File: src/rtl/psr_pkg.sv
package psr_pkg;
  typedef enum logic {
    MODE_LOAD  = 1'b0,
    MODE_SHIFT = 1'b1
  } mode_e;

  // bit positions inside the synchronised control bus
  localparam int unsigned CTL_CLK_A = 0;
  localparam int unsigned CTL_CLK_B = 1;
  localparam int unsigned CTL_MODE  = 2;
  localparam int unsigned CTL_BITS  = 3;
endpackage

File: src/rtl/psr_sync.sv
module psr_sync #(
  parameter int unsigned WIDTH = 3,
  parameter int unsigned STAGES = 2,
  parameter logic [WIDTH-1:0] RST_VAL = '1
) (
  input  logic             clk,
  input  logic             rst,
  input  logic [WIDTH-1:0] din,
  output logic [WIDTH-1:0] dout
);
  logic [STAGES-1:0][WIDTH-1:0] pipe_q;

  for (genvar g = 0; g < STAGES; g++) begin : g_stage
    if (g == 0) begin : g_first
      always_ff @(posedge clk) begin
        if (rst) pipe_q[g] <= RST_VAL;
        else     pipe_q[g] <= din;
      end
    end else begin : g_next
      always_ff @(posedge clk) begin
        if (rst) pipe_q[g] <= RST_VAL;
        else     pipe_q[g] <= pipe_q[g-1];
      end
    end
  end

  assign dout = pipe_q[STAGES-1];
endmodule

File: src/rtl/psr_edge.sv
module psr_edge (
  input  logic clk,
  input  logic rst,
  input  logic clk_a_s,
  input  logic clk_b_s,
  input  logic enable,
  output logic shift_pulse
);
  logic comb_clk;
  logic comb_prev_q;

  assign comb_clk = clk_a_s | clk_b_s;

  // reset to 1 so a clock level held across reset is not an edge
  always_ff @(posedge clk) begin
    if (rst) comb_prev_q <= 1'b1;
    else     comb_prev_q <= comb_clk;
  end

  assign shift_pulse = enable & comb_clk & ~comb_prev_q;
endmodule

File: src/rtl/psr_stages.sv
module psr_stages #(
  parameter int unsigned WIDTH = 8
) (
  input  logic             clk,
  input  logic             rst,
  input  logic             load,
  input  logic             shift,
  input  logic             ser_in,
  input  logic [WIDTH-1:0] par_in,
  output logic [WIDTH-1:0] stage_q
);
  logic [WIDTH-1:0] shifted;

  for (genvar i = 0; i < WIDTH; i++) begin : g_link
    if (i == 0) begin : g_head
      assign shifted[i] = ser_in;
    end else begin : g_body
      assign shifted[i] = stage_q[i-1];
    end
  end

  always_ff @(posedge clk) begin
    if (rst)        stage_q <= '0;
    else if (load)  stage_q <= par_in;
    else if (shift) stage_q <= shifted;
  end
endmodule

File: src/rtl/piso_shreg.sv
module piso_shreg
  import psr_pkg::*;
#(
  parameter int unsigned WIDTH = 8,
  parameter int unsigned SYNC_STAGES = 2
) (
  input  logic             clk,
  input  logic             rst,
  input  logic             shift_mode,
  input  logic             clk_a,
  input  logic             clk_b,
  input  logic             ser_in,
  input  logic [WIDTH-1:0] par_in,
  output logic             last_q,
  output logic             last_qn
);
  logic [CTL_BITS-1:0] ctl_raw;
  logic [CTL_BITS-1:0] ctl_sync;
  mode_e               mode_now;
  logic                load_now;
  logic                shift_now;
  logic [WIDTH-1:0]    stage_q;

  assign ctl_raw[CTL_CLK_A] = clk_a;
  assign ctl_raw[CTL_CLK_B] = clk_b;
  assign ctl_raw[CTL_MODE]  = shift_mode;

  psr_sync #(
    .WIDTH  (CTL_BITS),
    .STAGES (SYNC_STAGES),
    .RST_VAL({CTL_BITS{1'b1}})
  ) sync_i (
    .clk (clk),
    .rst (rst),
    .din (ctl_raw),
    .dout(ctl_sync)
  );

  assign mode_now = mode_e'(ctl_sync[CTL_MODE]);
  assign load_now = (mode_now == MODE_LOAD);

  psr_edge edge_i (
    .clk        (clk),
    .rst        (rst),
    .clk_a_s    (ctl_sync[CTL_CLK_A]),
    .clk_b_s    (ctl_sync[CTL_CLK_B]),
    .enable     (mode_now == MODE_SHIFT),
    .shift_pulse(shift_now)
  );

  psr_stages #(.WIDTH(WIDTH)) stages_i (
    .clk    (clk),
    .rst    (rst),
    .load   (load_now),
    .shift  (shift_now),
    .ser_in (ser_in),
    .par_in (par_in),
    .stage_q(stage_q)
  );

  assign last_q  = stage_q[WIDTH-1];
  assign last_qn = ~stage_q[WIDTH-1];
endmodule

File: config.mk
export PLATFORM = sky130hd
export DESIGN_NAME = piso_shreg
export DESIGN_NICKNAME = d
export VERILOG_FILES = /design/src/rtl/psr_pkg.sv /design/src/rtl/psr_sync.sv /design/src/rtl/psr_edge.sv /design/src/rtl/psr_stages.sv /design/src/rtl/piso_shreg.sv
export SDC_FILE = /design/constraint.sdc
export NUM_CORES = 1
export LEC_CHECK = 0
export ABC_CLOCK_PERIOD_IN_PS = 1100
export BUFFER_PORTS_ARGS = -buffer_cell sky130_fd_sc_hd__buf_2
export CORE_AREA = 2 2 47 49
export CTS_CLUSTER_DIAMETER = 50
export DETAILED_ROUTE_END_ITERATION = 6
export DIE_AREA = 0 0 49 51
export GPL_TIMING_DRIVEN = 0
export PLACE_DENSITY = 0.61
export RECOVER_POWER = 50
export SYNTH_ARGS = -nofsm -noshare
export SYNTH_HDL_FRONTEND = slang
export SYNTH_SLANG_ARGS = --single-unit
File: constraint.sdc
create_clock -name clk -period 1.1 [get_ports clk]
set_input_delay 0.33 -clock clk [delete_from_list [all_inputs] [get_ports clk]]
set_output_delay 0.33 -clock clk [all_outputs]
set_load 0.05 [all_outputs]
==> flow_summary_export.csv, run 1 <==
group,metric,value,unit
place,place_area,669.4,um2
global_routing,grt_pass1_vias,416,
detailed_routing,dr.pass1.iters,4,
floorplan,pin_count,16,
clock_network,clockRootBuffer,"clkbuf_4",
status,violations,"setup timing",
critical_path,critPathKind,"flip-flop to primary output",
cells_and_area,fin_util,0.3651,
synthesis,synthTopCellsByCount,"16 x nand2_1, 15 x dfxtp_1, 8 x a311oi_1, 8 x nor2_1, 6 x or2_2",
pwr,power_density,1330,nW/um2
critical_path,cp_num_buf_inv,2,
clock_network,cts_buffer_depth,2,
detailed_routing,vias_per_cell,4.509,
timing,fmax,862.9,MHz
synthesis,syn_area,558.0,um2
min_path,hold_path.class,"input pin to flip-flop",
synthesis,synthesis.nets,75,
timing,whs,0.2232,ns
timing,worst_slack,-0.05885,ns
clock_network,htree_levels,1,
synthesis,ys_warn_count,0,
floorplan,core,2063,um2
detailed_routing,wl_per_cell,10.37,um
clock_network,cts_tree,"yes",
timing,clock_skew,0.007669,ns
critical_path,crit_chain,"inv_2, buf_6",
place,post-place-ws,-0.05506,ns
detailed_routing,route.vias.total,487,
cells_and_area,nets,95,
cells_and_area,n_antenna_cell,0,
cells_and_area,final_cell_area,753.2,um2
timing,tightest_slew,0.5630,ns
synthesis,synth_edf_count,0,
detailed_routing,wirelength,1120,um
place,portBuffers,15,
cells_and_area,layout-drive-gt1-share,0.4625,
synthesis,ys_seq_area_frac,0.5381,
timing,slew_viol_final,0,
pwr,vdd_ir_drop_max,0.0005192,V
critical_path,cp.required,0.77,ns
pwr,total_power,1.002,mW
critical_path,arrival,0.83,ns
critical_path,critical-path-slowest-cell,"dfxtp_2",
cells_and_area,layoutNonFillerInstCount,108,
status,status,"complete, but fails checks",
synthesis,netlist.area_leader.share,0.5381,
global_routing,grt_max_degree,17,
timing,fin_crit_sh,1.053,
critical_path,max_stage_delay,0.36,ns
timing,setup_violations,2,
synthesis,ys_ff_latch,15,
cells_and_area,syn2layout_area_growth,34.98,%
synthesis,synth_area_leaders,"dfxtp_1 54%, a311oi_1 13%, nand2_1 11%, or2_2 6.7%, nor2_1 5.4%",
timing,max_slew_margin,0.6247,
critical_path,end_kind,"primary output",
floorplan,dieArea,2499,um2
synthesis,syn_area_per_cell,9.148,um2
place,dpl.cell_count,104,
clock_network,worstSkewPairLatency,0.29,ns
global_routing,grt_util_all_layers,0.09383,
timing,tns,-0.09956,ns
place,post-dp-hpwl,781.4,um
detailed_routing,final_antenna_net_count,0,
detailed_routing,drc,0,
floorplan,start_util,0.2705,
critical_path,startpoint_type,"flip-flop",
synthesis,synth_ff_type,"dfxtp_1",
global_routing,overflow,0,
global_routing,antenna_found_initial,0,
clock_network,path_clk_slew,0.09,ns
floorplan,die_x,49,um
synthesis,yosys.area.top_type,"dfxtp_1",
detailed_routing,drt_iter0_markers,7,
floorplan,rows,17,
critical_path,crit_family,"flip-flops",
timing,min_period,1.159,ns
synthesis,synth-async-reset-ratio,0,
place,place.gp.congestion,0.7384,
clock_network,hold_buffers,0,
timing,rsz0062_at_grt,"yes",
synthesis,ys_types,13,
pwr,leakagePower,0.2771,nW
flow_run,max_cap_viol_count,0,
timing,hold_viol,0,
critical_path,path_max_fanout,3,
clock_network,numClockSinks,15,
global_routing,grt_pass1_wl,1711,um
floorplan,die_h,51,um
synthesis,postSynthCellCount,61,
synthesis,yosysMostFrequentCell,"nand2_1",
clock_network,cts_buffers,3,
-- logic make-up after synthesis --
logic type	count (synthesis)	synth area share
and+or+nand+nor	31	0.2422
DFF	15	0.5381
AOI/OAI and AO/OA	10	0.1637
buffers and inverters	5	0.05604
-- area by class of cell --
type | count | area [um2]
plain buffers | 3 | 20.02
clock buffers | 4 | 26.28
fillers | 219 | 1310
inverters | 1 | 3.754
multi-input cells | 41 | 271.5
flip-flops and latches | 15 | 302.8
well taps | 28 | 35.03
repair buffers | 16 | 93.84
-- path summary, 6_finish.rpt --
check,startpoint,to,slack [ns],depth (start not counted)
max,stages_i.stage_q[7]$_SDFFE_PP0P_,last_qn,-0.06,2
min,shift_mode,sync_i.pipe_q[2]$_SDFF_PP1_,0.22,2
max reg2reg,sync_i.dout[1]$_SDFF_PP1_,stages_i.stage_q[5]$_SDFFE_PP0P_,0,4
min reg2reg,sync_i.pipe_q[1]$_SDFF_PP1_,sync_i.dout[1]$_SDFF_PP1_,0.41,1
-- sequential cells by signal, summed over array words and instances (netlist names) --
register,flops
sync_i.dout,3
stages_i.stage_q,8
sync_i.pipe_q,3
edge_i.comb_prev_q,1
-- layer usage --
metal,GRT usage,vias up,routed length (um)
li1,-,244,-
met1,0.1115,223,493
met2,0.1347,15,528
met3,0.02047,5,47
met4,0.1000,0,51
met5,0,-,0
-- power breakdown --
group | internal, mW | total, mW | switching [mW]
combinational | 0.0509 | 0.104 | 0.0529
clock | 0.141 | 0.315 | 0.174
sequential | 0.569 | 0.583 | 0.0138
-- cells in the final DEF, fill, tap and decap left out, drive strengths merged --
master	n
o21ba	1
a311oi	8
or3	1
inv	1
o21bai	1
nor2	8
or2	6
nand2	16
clkbuf	6
dfxtp	15
buf	17
-- timing repair --
action / in CTS / in global routing
pin swaps: 0 / 3
endpoints found under the setup margin: 5 / 9
cloned: 0 / 0
buffers inserted: 1 / 0
resized for setup: 9 / 6
No activity file was read; power rests on OpenSTA's default activity.
==> inputs of run 2 (changes only) <==
--- a/config.mk
+++ b/config.mk
@@ -5,14 +5,15 @@
 export SDC_FILE = /design/constraint.sdc
 export NUM_CORES = 1
 export LEC_CHECK = 0
+export ABC_AREA = 1
 export ABC_CLOCK_PERIOD_IN_PS = 1100
 export BUFFER_PORTS_ARGS = -buffer_cell sky130_fd_sc_hd__buf_2
-export CORE_AREA = 2 2 47 49
+export CORE_AREA = 2 2 50 52
 export CTS_CLUSTER_DIAMETER = 50
 export DETAILED_ROUTE_END_ITERATION = 6
-export DIE_AREA = 0 0 49 51
+export DIE_AREA = 0 0 52 54
 export GPL_TIMING_DRIVEN = 0
-export PLACE_DENSITY = 0.61
+export PLACE_DENSITY = 0.6
 export RECOVER_POWER = 50
 export SYNTH_ARGS = -nofsm -noshare
 export SYNTH_HDL_FRONTEND = slang
==> flow_summary_export.csv, run 2 <==
group,metric,value,unit
status,status,"complete, but fails checks",
status,violations,"setup timing",
pwr,vdd_ir_drop_max,0.0007370,V
cells_and_area,top_register,"stages_i.stage_q",
floorplan,die_x,52,um
synthesis,synth-async-reset-ratio,0,
floorplan,pin_count,16,
critical_path,critPathKind,"flip-flop to primary output",
detailed_routing,wirelength,1086,um
floorplan,start_util,0.2794,
clock_network,cts_tree,"yes",
timing,max_slew_margin,0.8380,
detailed_routing,vias_per_cell,4.050,
timing,worst_slack,-0.1193,ns
pwr,leakagePower,0.4167,nW
synthesis,syn_area,648.1,um2
critical_path,crit_family,"flip-flops",
place,post-place-ws,0.07839,ns
synthesis,ys_types,14,
floorplan,dieArea,2808,um2
timing,rsz0062_at_grt,"yes",
floorplan,core,2320,um2
synthesis,synthTopCellsByCount,"23 x nand2_1, 15 x dfxtp_1, 15 x nor2_1",
clock_network,cts_buffers,3,
pwr,p_sw,0.2669,mW
clock_network,cts_buffer_depth,2,
synthesis,yosysMostFrequentCell,"nand2_1",
detailed_routing,dr.pass1.iters,4,
detailed_routing,final_antenna_net_count,0,
synthesis,synth_edf_count,0,
critical_path,reg2regPathDepth,6,
critical_path,r2r_slack,0.10,ns
timing,fin_crit_sh,1.108,
pwr,clkPwrFrac,0.299,
clock_network,htree_levels,1,
critical_path,critical-path-slowest-cell,"dfxtp_4",
detailed_routing,drt_iter0_markers,9,
critical_path,arrival,0.89,ns
critical_path,cp_num_buf_inv,2,
timing,setup_violations,2,
place,post-dp-hpwl,783.6,um
place,place.gp.congestion,0.7019,
clock_network,hold_buffers,0,
timing,slew_viol_final,0,
cells_and_area,largest_register_ffs,8,
global_routing,grt_util_all_layers,0.09560,
critical_path,max_stage_delay,0.37,ns
synthesis,ys_ff_latch,15,
detailed_routing,wl_per_cell,7.757,um
timing,tightest_slew,0.2427,ns
cells_and_area,fillers,263,
min_path,hold_path.class,"input pin to flip-flop",
pwr,total_power,1.051,mW
min_path,min_path_cells,2,
synthesis,synth_area_leaders,"dfxtp_1 46%, nand2_1 13%, nor2_1 8.7%, o21a_1 8.1%, inv_1 6.4%",
synthesis,ys_warn_count,0,
floorplan,rows,18,
timing,tns,-0.1903,ns
pwr,swShare,0.2540,
floorplan,die_h,54,um
clock_network,numClockSinks,15,
cells_and_area,fin_util,0.3641,
critical_path,startpoint_type,"flip-flop",
cells_and_area,layout-drive-gt1-share,0.3273,
synthesis,synth_ff_type,"dfxtp_1",
critical_path,crit_chain,"clkinvlp_4, buf_8",
synthesis,syn_area_per_cell,7.536,um2
cells_and_area,n_antenna_cell,0,
global_routing,grt_max_degree,11,
global_routing,grt_pass1_wl,1918,um
critical_path,cp.depth,2,
pwr,power_density,1244,nW/um2
timing,clock_skew,0.001426,ns
global_routing,antenna_found_initial,0,
place,portBuffers,15,
cells_and_area,layout_commonest_cell,"nand2_1",
critical_path,end_kind,"primary output",
synthesis,yosys.area.top_type,"dfxtp_1",
pwr,comb_power_share,0.148,
pwr,p_seq_frac,0.552,
timing,min_period,1.219,ns
critical_path,path_max_fanout,2,
detailed_routing,route.vias.total,567,
flow_run,max_cap_viol_count,0,
clock_network,path_clk_slew,0.09,ns
global_routing,grt_pass1_vias,477,
cells_and_area,nets,125,
critical_path,cp.required,0.77,ns
synthesis,synthesis.nets,100,
timing,fmax,820.1,MHz
global_routing,overflow,0,
clock_network,clockRootBuffer,"clkbuf_4",
detailed_routing,drc,0,
clock_network,worstSkewPairLatency,0.28,ns
synthesis,netlist.area_leader.share,0.4633,
timing,hold_viol,0,
synthesis,ys_seq_area_frac,0.4633,
synthesis,postSynthCellCount,86,
cells_and_area,syn2layout_area_growth,30.31,%
cells_and_area,final_cell_mix,"23 x nand2_1, 15 x nor2_1, 14 x dfxtp_1",
pwr,p_int,0.7841,mW
-- run 2: cell count changes in the layout (fill, tap and decap cells not counted), sizes merged, moves of 2 or more --
cell,before,now
o21a,0,7
o21ai,0,2
a311oi,8,0
buf,17,22
inv,1,10
nor2,8,15
clkbuf,6,4
nand2,16,24
-- run 2: layout make-up --
class                           count  area, um2  share of cell area
Timing Repair Buffer               20      123.9              0.1467
Inverter                           11      45.04             0.05333
Buffer                              3      37.54             0.04444
Clock inverter                      1      5.005            0.005926
Sequential cell                    15      304.0              0.3600
Clock buffer                        3      22.52             0.02667
Tap cell                           30      37.54             0.04444
Multi-Input combinational cell     57      269.0              0.3185
-- run 2: layer usage --
metal	wire length, um	track usage	part of all wire	up-vias
met5	0	0	0	-
li1	-	-	-	308
met3	51	0.02500	0.047	4
met4	40	0.07895	0.037	0
met1	465	0.1076	0.43	245
met2	530	0.1519	0.49	10
-- run 2: through the flow --
step | cells | cell area (um2) | hold WS, ns
global placement | 131 | 768.2 | 0.3910
floorplan | 86 | 655.6 | 0.3895
finish | 140 | 844.6 | 0.2198
CTS | 136 | 815.8 | 0.2077
detailed placement | 131 | 768.2 | 0.3955
global route | 140 | 844.6 | 0.2045
-- run 2: final timing paths --
check / start / end
min reg2reg: sync_i.pipe_q[2]$_SDFF_PP1_ / sync_i.dout[2]$_SDFF_PP1_
min: clk_a / sync_i.pipe_q[0]$_SDFF_PP1_
max reg2reg: sync_i.dout[2]$_SDFF_PP1_ / stages_i.stage_q[7]$_SDFFE_PP0P_
max: stages_i.stage_q[7]$_SDFFE_PP0P_ / last_qn
-- run 2: cell families (layout without fill, tap and decap cells) --
family,count (synthesis),after routing,synth area share
and+or+nand+nor,47,47,0.3050
DFF,15,15,0.4633
buffers and inverters,14,38,0.1216
AOI/OAI and AO/OA,10,10,0.1100
-- run 2: what timing repair did --
item / CTS / global route
pin swaps: 0 / 2
setup endpoints to repair: 2 / 9
gates resized for setup: 4 / 0
setup buffers: 1 / 4
-- run 2: power groups by stage --
stage	Clock, mW	Sequential, mW	Combinational [mW]
floorplan	0	0.598	0.0960
detailed placement	0	0.594	0.143
global route	0.355	0.584	0.180
finish	0.314	0.581	0.156
CTS	0.333	0.581	0.152
global placement	0	0.592	0.141
==> inputs of run 3 (changes only) <==
==> constraint.sdc (replaced) <==
create_clock -name clk -period 1.1 [get_ports clk]
set_input_delay 0.11 -clock clk [delete_from_list [all_inputs] [get_ports clk]]
set_output_delay 0.11 -clock clk [all_outputs]
set_load 0.05 [all_outputs]
==> flow_summary_export.csv, run 3 (synthesis results as in run 2) <==
group,metric,value,unit
clock_network,cts_buffers,3,
clock_network,worstSkewPairLatency,0.28,ns
floorplan,rows,18,
critical_path,crit_path_end,"last_qn",
global_routing,antenna_found_initial,0,
critical_path,timing.rr.end,"stages_i.stage_q[7]$_SDFFE_PP0P_",
timing,worst_slack,0.06215,ns
cells_and_area,layout-drive-gt1-share,0.3214,
status,status,"completed",
detailed_routing,route.vias.total,570,
place,portBuffers,15,
clock_network,clockRootBuffer,"clkbuf_4",
critical_path,critPathKind,"flip-flop to primary output",
clock_network,numClockSinks,15,
timing,tns,0,ns
global_routing,grt_pass1_vias,473,
detailed_routing,dr.pass1.iters,4,
critical_path,worstSetupStartpoint,"stages_i.stage_q[7]$_SDFFE_PP0P_",
cells_and_area,layout_commonest_cell,"nand2_1",
min_path,min_path_cells,2,
floorplan,die_x,52,um
detailed_routing,wirelength,1099,um
pwr,vdd_ir_drop_max,0.0007520,V
global_routing,grt_max_degree,11,
detailed_routing,vias_per_cell,4.014,
pwr,power_density,1225,nW/um2
timing,fmax,963.5,MHz
pwr,clkPwrFrac,0.299,
floorplan,dieArea,2808,um2
global_routing,grt_pass1_wl,1904,um
place,place.gp.congestion,0.7019,
cells_and_area,final_cell_area,858.3,um2
cells_and_area,top_register,"stages_i.stage_q",
floorplan,pin_count,16,
critical_path,arrival,0.93,ns
critical_path,startpoint_type,"flip-flop",
pwr,p_int,0.7852,mW
detailed_routing,final_antenna_net_count,0,
place,post-place-ws,0.07839,ns
floorplan,core,2320,um2
pwr,comb_power_share,0.149,
detailed_routing,drc,0,
timing,fin_crit_sh,0.9435,
cells_and_area,nets,127,
timing,tightest_slew,0.2426,ns
global_routing,overflow,0,
critical_path,r2r_slack,0.10,ns
cells_and_area,layoutNonFillerInstCount,142,
timing,slew_viol_final,0,
critical_path,rr_startpoint,"sync_i.dout[2]$_SDFF_PP1_",
flow_run,max_cap_viol_count,0,
clock_network,htree_levels,1,
global_routing,grt_util_all_layers,0.09501,
timing,hold_viol,0,
cells_and_area,n_antenna_cell,0,
cells_and_area,final_cell_mix,"23 x nand2_1, 15 x nor2_1, 14 x dfxtp_1, 14 x buf_2, 10 x inv_1",
min_path,hold_path.class,"input pin to flip-flop",
critical_path,path_max_fanout,2,
floorplan,die_h,54,um
detailed_routing,drt_iter0_markers,9,
clock_network,cts_tree,"yes",
detailed_routing,wl_per_cell,7.739,um
cells_and_area,largest_register_ffs,8,
timing,clock_skew,0.001409,ns
critical_path,end_kind,"primary output",
timing,setup_violations,0,
pwr,p_sw,0.2666,mW
pwr,total_power,1.052,mW
timing,max_slew_margin,0.8381,
timing,min_period,1.038,ns
critical_path,cp.required,0.99,ns
clock_network,path_clk_slew,0.09,ns
pwr,swShare,0.2535,
pwr,p_seq_frac,0.552,
cells_and_area,fin_util,0.3700,
floorplan,start_util,0.2794,
pwr,leakagePower,0.4244,nW
place,dpl.cell_count,131,
cells_and_area,syn2layout_area_growth,32.43,%
place,post-dp-hpwl,783.6,um
place,place_area,768.2,um2
clock_network,cts_buffer_depth,2,
critical_path,reg2regPathDepth,6,
timing,whs,0.08580,ns
run 3: worst min path at each step:
stage | startpoint | to | slack [ns]
5_1_grt | rst | sync_i.dout[0]$_SDFF_PP1_ | 0.1
6_report | rst | edge_i.comb_prev_q$_SDFF_PP1_ | 0.09
3_5_place_dp | clk_a | sync_i.pipe_q[0]$_SDFF_PP1_ | 0.30
3_3_place_gp | clk_a | sync_i.pipe_q[0]$_SDFF_PP1_ | 0.29
4_1_cts | rst | edge_i.comb_prev_q$_SDFF_PP1_ | 0.09
2_1_floorplan | rst | edge_i.comb_prev_q$_SDFF_PP1_ | 0.21
run 3: final cells by class:
cell class,instances,area [um2]
plain buffers,3,37.54
clock buffers,3,22.52
clock inverters,1,5.005
fillers,263,1461
inverters,11,45.04
multi-input cells,57,269.0
flip-flops and latches,15,304.0
well taps,30,37.54
repair buffers,22,137.6
run 3: critical path: stages, from the launching register on:
cell	delay [ns]
dfxtp_4	0.36
clkinvlp_4	0.07
clkbuf_4	0.21
run 3: layer usage:
| layer | share of wire | wire, um | global-route usage | vias to the layer above |
|---|---|---|---|---|
| met5 | 0 | 0 | 0 | - |
| met4 | 0.036 | 40 | 0.07895 | 0 |
| li1 | - | - | - | 312 |
| met3 | 0.045 | 49 | 0.02500 | 4 |
| met1 | 0.43 | 474 | 0.1059 | 244 |
| met2 | 0.49 | 536 | 0.1519 | 10 |
run 3: power groups by stage:
| stage | clock [mW] | sequential, mW | combinational (mW) |
|---|---|---|---|
| global route | 0.355 | 0.584 | 0.181 |
| floorplan | 0 | 0.598 | 0.0960 |
| global placement | 0 | 0.592 | 0.141 |
| detailed placement | 0 | 0.594 | 0.143 |
| CTS | 0.333 | 0.581 | 0.152 |
| finish | 0.314 | 0.580 | 0.157 |
run 3: repair_timing:
| action | in CTS | in global routing |
|---|---|---|
| hold buffers | 3 | 0 |
| hold endpoints to repair | 3 | 0 |
| resized for setup | 0 | 1 |
| setup buffers | 0 | 4 |
| setup endpoints to repair | 0 | 8 |
